==> config.mk <==
export PLATFORM = sky130hd
export DESIGN_NAME = twoRailEncoder
export DESIGN_NICKNAME = d
export VERILOG_FILES = /design/src/rtl/twoRailPkg.sv /design/src/rtl/twoRailCtrl.sv /design/src/rtl/twoRailData.sv /design/src/rtl/twoRailEncoder.sv
export SDC_FILE = /design/constraint.sdc
export NUM_CORES = 1
export LEC_CHECK = 0
export CAP_MARGIN = 20
export CORE_AREA = 5 5 42 44
export DETAILED_ROUTE_END_ITERATION = 16
export DIE_AREA = 0 0 47 49
export PLACE_DENSITY = 0.35
export SYNTH_ARGS = -nofsm -noshare
export SYNTH_HDL_FRONTEND = slang
export SYNTH_SLANG_ARGS = --single-unit
==> constraint.sdc <==
create_clock -name clk -period 0.8 [get_ports clk]
set_input_delay 0.2 -clock clk [delete_from_list [all_inputs] [get_ports clk]]
set_output_delay 0.2 -clock clk [all_outputs]
set_load 0.01 [all_outputs]
==> src/rtl/twoRailPkg.sv <==
package twoRailPkg;

  // Strobes the control half hands to the datapath each cycle.
  typedef struct packed {
    logic hold;     // reset sequence running: force rails low
    logic advance;  // encode one baud interval
  } railStrobeT;

endpackage

==> src/rtl/twoRailCtrl.sv <==
module twoRailCtrl
  import twoRailPkg::*;
#(
  parameter int RST_STAGES = 2
) (
  input  logic       clk,
  input  logic       rst,
  output railStrobeT strobe
);

  logic [RST_STAGES-1:0] seqChain;
  logic                  seqBusy;

  // Shift chain: loads all ones in reset, then shifts zeros in.
  generate
    if (RST_STAGES == 1) begin : g_single
      always_ff @(posedge clk or posedge rst) begin
        if (rst) seqChain <= 1'b1;
        else     seqChain <= 1'b0;
      end
    end else begin : g_chain
      always_ff @(posedge clk or posedge rst) begin
        if (rst) seqChain <= '1;
        else     seqChain <= {seqChain[RST_STAGES-2:0], 1'b0};
      end
    end
  endgenerate

  assign seqBusy        = |seqChain;
  assign strobe.hold    = seqBusy;
  assign strobe.advance = ~seqBusy;

  // Once the sequence has ended it cannot restart without rst.
  AST_SEQ_ONE_WAY: assert property (@(posedge clk) disable iff (rst)
    !strobe.hold |=> !strobe.hold);

  AST_STROBE_SINGLE: assert property (@(posedge clk) disable iff (rst)
    $onehot(strobe));

endmodule

==> src/rtl/twoRailData.sv <==
module twoRailData
  import twoRailPkg::*;
(
  input  logic       clk,
  input  logic       rst,
  input  logic       dataIn,
  input  railStrobeT strobe,
  output logic       clockRail,
  output logic       dataRail
);

  always_ff @(posedge clk or posedge rst) begin
    if (rst) begin
      clockRail <= 1'b0;
      dataRail  <= 1'b0;
    end else if (strobe.hold) begin
      clockRail <= 1'b0;
      dataRail  <= 1'b0;
    end else if (strobe.advance) begin
      clockRail <= ~clockRail;
      dataRail  <= dataRail ^ dataIn;
    end
  end

  AST_RST_LOW: assert property (@(posedge clk)
    rst |-> (clockRail == 1'b0 && dataRail == 1'b0));

  AST_HOLD_LOW: assert property (@(posedge clk) disable iff (rst)
    strobe.hold |=> (clockRail == 1'b0 && dataRail == 1'b0));

  AST_CLOCK_TOGGLE: assert property (@(posedge clk) disable iff (rst)
    strobe.advance |=> clockRail != $past(clockRail));

  AST_NRZI_ONE: assert property (@(posedge clk) disable iff (rst)
    (strobe.advance && dataIn) |=> dataRail != $past(dataRail));

  AST_NRZI_ZERO: assert property (@(posedge clk) disable iff (rst)
    (strobe.advance && !dataIn) |=> $stable(dataRail));

  AST_NO_IDLE_EDGE: assert property (@(posedge clk) disable iff (rst)
    strobe.advance |=> !($stable(clockRail) && $stable(dataRail)));

endmodule

==> src/rtl/twoRailEncoder.sv <==
module twoRailEncoder
  import twoRailPkg::*;
#(
  parameter int RST_STAGES = 2
) (
  input  logic clk,
  input  logic rst,
  input  logic dataIn,
  output logic clockRail,
  output logic dataRail
);

  railStrobeT strobe;

  twoRailCtrl #(.RST_STAGES(RST_STAGES)) u_ctrl (
    .clk    (clk),
    .rst    (rst),
    .strobe (strobe)
  );

  twoRailData u_data (
    .clk       (clk),
    .rst       (rst),
    .dataIn    (dataIn),
    .strobe    (strobe),
    .clockRail (clockRail),
    .dataRail  (dataRail)
  );

endmodule

==> results.py <==
metrics = {
    "pwr": {
        "peakVddDrop_mv": 1.03,
        "powerDensity_mw_per_mm2": 2080,
        "swShare_pct": 21.6,
        "power_frac_clock_pct": 48.2,
        "p_leak_nw": 0.124,
        "p_seq_share_pct": 39.3,
        "p_comb_share_pct": 12.5,
        "p_sw_w": 0.000124,
        "p_int_w": 0.000452,
    },
    "detailed_routing": {
        "met1_length_um": 126,
        "ant_nets": 0,
        "routed-wl-met2_um": 126,
        "wl_met3_um": 65,
        "initialDrtViolationCount": 4,
        "via_per_inst": 2.76,
        "top_layer": "met3",
        "vias": 102,
        "drt_wl_total_um": 318,
        "drcViolationCount": 0,
        "drt_pass1_iterations": 2,
        "post_drt_wl_per_cell_um": 8.59,
    },
    "grt": {
        "grt_usage_pct": 3.89,
        "grt_start_max_net_pins": 5,
        "grt_pass1_vias": 128,
        "grt_pass1_wl_um": 531,
        "antenna_found_initial": 0,
        "grt_overflow": 0,
    },
    "layout": {
        "fillers": 161,
        "multi_input_area_sq_um": 51.3,
        "nets": 25,
        "synthToLayoutAreaGrowth_pct": 107,
        "fin_cells": 37,
        "drive_gt1_share_pct": 66.7,
        "ff_latch_area_sq_um": 103,
        "num_antenna_cells": 0,
    },
    "placement": {
        "gp_congestion": 0.663,
        "placed_cells": 30,
        "portBuffers": 4,
    },
    "setup_path": {
        "required_ns": 0.60,
        "critPathLaunchType": "flip-flop",
        "reg2reg_to": "u_data.dataRail",
        "max_stage_delay_ns": 0.39,
        "cpLargestDelayFamily": "flip-flops",
        "path_buf_inv": 1,
        "cp_cell_sequence": "buf_6",
        "critPathKind": "flip-flop to output pin",
        "r2r_start": "u_data.dataRail",
        "crit_path_top_delay_cell": "dfrtp_1",
        "r2r_setup_slack_ns": -0.10,
        "cp_max_fo": 2,
        "crit_path_end_kind": "output pin",
        "worstPathArrival_ns": 0.76,
        "reg2reg_depth": 4,
    },
    "clock_tree": {
        "clockBufferDepth": 2,
        "cts_tree": "built",
        "cts_buffers": 3,
        "path_clk_slew_ns": 0.04,
        "clock_sinks": 4,
        "h-tree-depth": 1,
        "insertion_delay_ns": 0.24,
        "cts_root_buf": "clkbuf_4",
    },
    "synth": {
        "synthesis.nets": 12,
        "netlist_area_sq_um": 134,
        "ys_ff_latch": 4,
        "yosysSeqAreaShare_pct": 76.6,
        "syn_inst": 9,
        "synth_cell_type_count": 7,
        "synth_area_per_cell_sq_um": 14.9,
        "yosysWarnings": 0,
    },
    "die": {
        "io_pins": 5,
        "row_count": 14,
        "die_w_um": 47,
        "die_h_um": 49,
        "core_area_sq_mm": 0.00140,
        "start_util_pct": 9.55,
        "die-area_sq_mm": 0.00230,
    },
    "sta": {
        "clock_skew_ns": 0.0115,
        "hold_violations": 0,
        "drv_slew": 0,
        "setup_viol": 3,
        "rsz0062_at_grt": "true",
        "fin_ws_ns": -0.158,
        "max_freq_mhz": 1040,
        "period_needed_ns": 0.958,
        "timing.final.crit_share_pct": 120,
        "fin_tns_setup_ns": -0.396,
    },
    "run_status": {
        "violations": "setup timing",
        "status": "finished, violations left",
    },
    "min_path": {
        "hold_path_class": "input pin to async pin",
    },
    "run": {
        "cap_violations": 0,
    },
}
cell families after synthesis:
group         count (synthesis)  share of synthesized area, %
flops                         4                          76.6
other cells                   1                          2.80
simple gates                  2                          11.2
buf+inv                       1                          2.80
xor+xnor                      1                          6.54
cells in the mapped netlist:
master,n,area share (%)
inv_1,1,2.8
xnor2_1,1,6.5
dfrtp_1,2,37
conb_1,1,2.8
nor3_1,1,3.7
dfstp_2,2,39
nor3_2,1,7.5
power by group through the flow:
stage | clock network, W | logic, W | registers (W)
final | 0.000278 | 0.0000723 | 0.000227
after floorplan | 0 | 0.0000122 | 0.000230
after CTS | 0.000292 | 0.0000628 | 0.000225
after global placement | 0 | 0.0000417 | 0.000227
after detailed placement | 0 | 0.0000422 | 0.000228
after global routing | 0.000318 | 0.0000785 | 0.000229
through the flow:
stage / hold WS, ns / setup WS (ns) / area (sq um) / power (W) / util [%]
6_report: 0.151 / -0.158 / 278 / 0.000577 / 19.8
5_1_grt: 0.181 / -0.191 / 278 / 0.000626 / 19.8
4_1_cts: 0.153 / -0.156 / 255 / 0.000579 / 18.2
3_5_place_dp: 0.376 / -0.267 / 201 / 0.000270 / 14.4
3_3_place_gp: 0.370 / -0.259 / 201 / 0.000268 / 14.4
2_1_floorplan: -0.0354 / 0.0667 / 134 / 0.000242 / -
area by class of cell:
| cell class | instances | area share [%] |
|---|---|---|
| inverters | 1 | 1.35 |
| well taps | 16 | 7.21 |
| flip-flops and latches | 4 | 36.9 |
| repair buffers | 8 | 26.6 |
| clock buffers | 4 | 9.46 |
| multi-input cells | 4 | 18.5 |
registers in the layout, summed over array words and instances (netlist names):
name,cells
u_ctrl.seqChain,2
u_data.dataRail,1
u_data.clockRail,1
cells in the final DEF (no fill, tap or decap):
| cell type | instances |
|---|---|
| clkbuf_1 | 1 |
| conb_1 | 1 |
| clkdlybuf4s50_1 | 2 |
| buf_2 | 1 |
| buf_6 | 3 |
| clkbuf_4 | 3 |
| dfrtp_1 | 2 |
| dfstp_2 | 2 |
| xnor2_4 | 1 |
| nor3_2 | 2 |
| buf_4 | 2 |
| inv_1 | 1 |
worst max-delay path by stage:
stage                 endpoint             start  slack, ns  cells after the start
2_1_floorplan  u_data.dataRail   u_data.dataRail       0.07                      2
3_3_place_gp         clockRail  u_data.clockRail      -0.26                      1
5_1_grt               dataRail   u_data.dataRail      -0.19                      1
4_1_cts               dataRail   u_data.dataRail      -0.16                      1
3_5_place_dp         clockRail  u_data.clockRail      -0.27                      1
6_report             clockRail  u_data.clockRail      -0.16                      1
metal layers:
metal / track usage [%] / vias to the layer above
met5: 0 / -
met4: 1.38 / 0
met3: 7.01 / 0
met2: 3.62 / 7
met1: 3.79 / 46
li1: - / 49
timing repair:
item / in CTS / in global routing
pin swaps: 1 / 2
setup endpoints to repair: 3 / 3
buffers inserted: 2 / 1
gates resized for setup: 11 / 3
hold buffers: 0 / 0
Power figures use the tool's default switching activity.
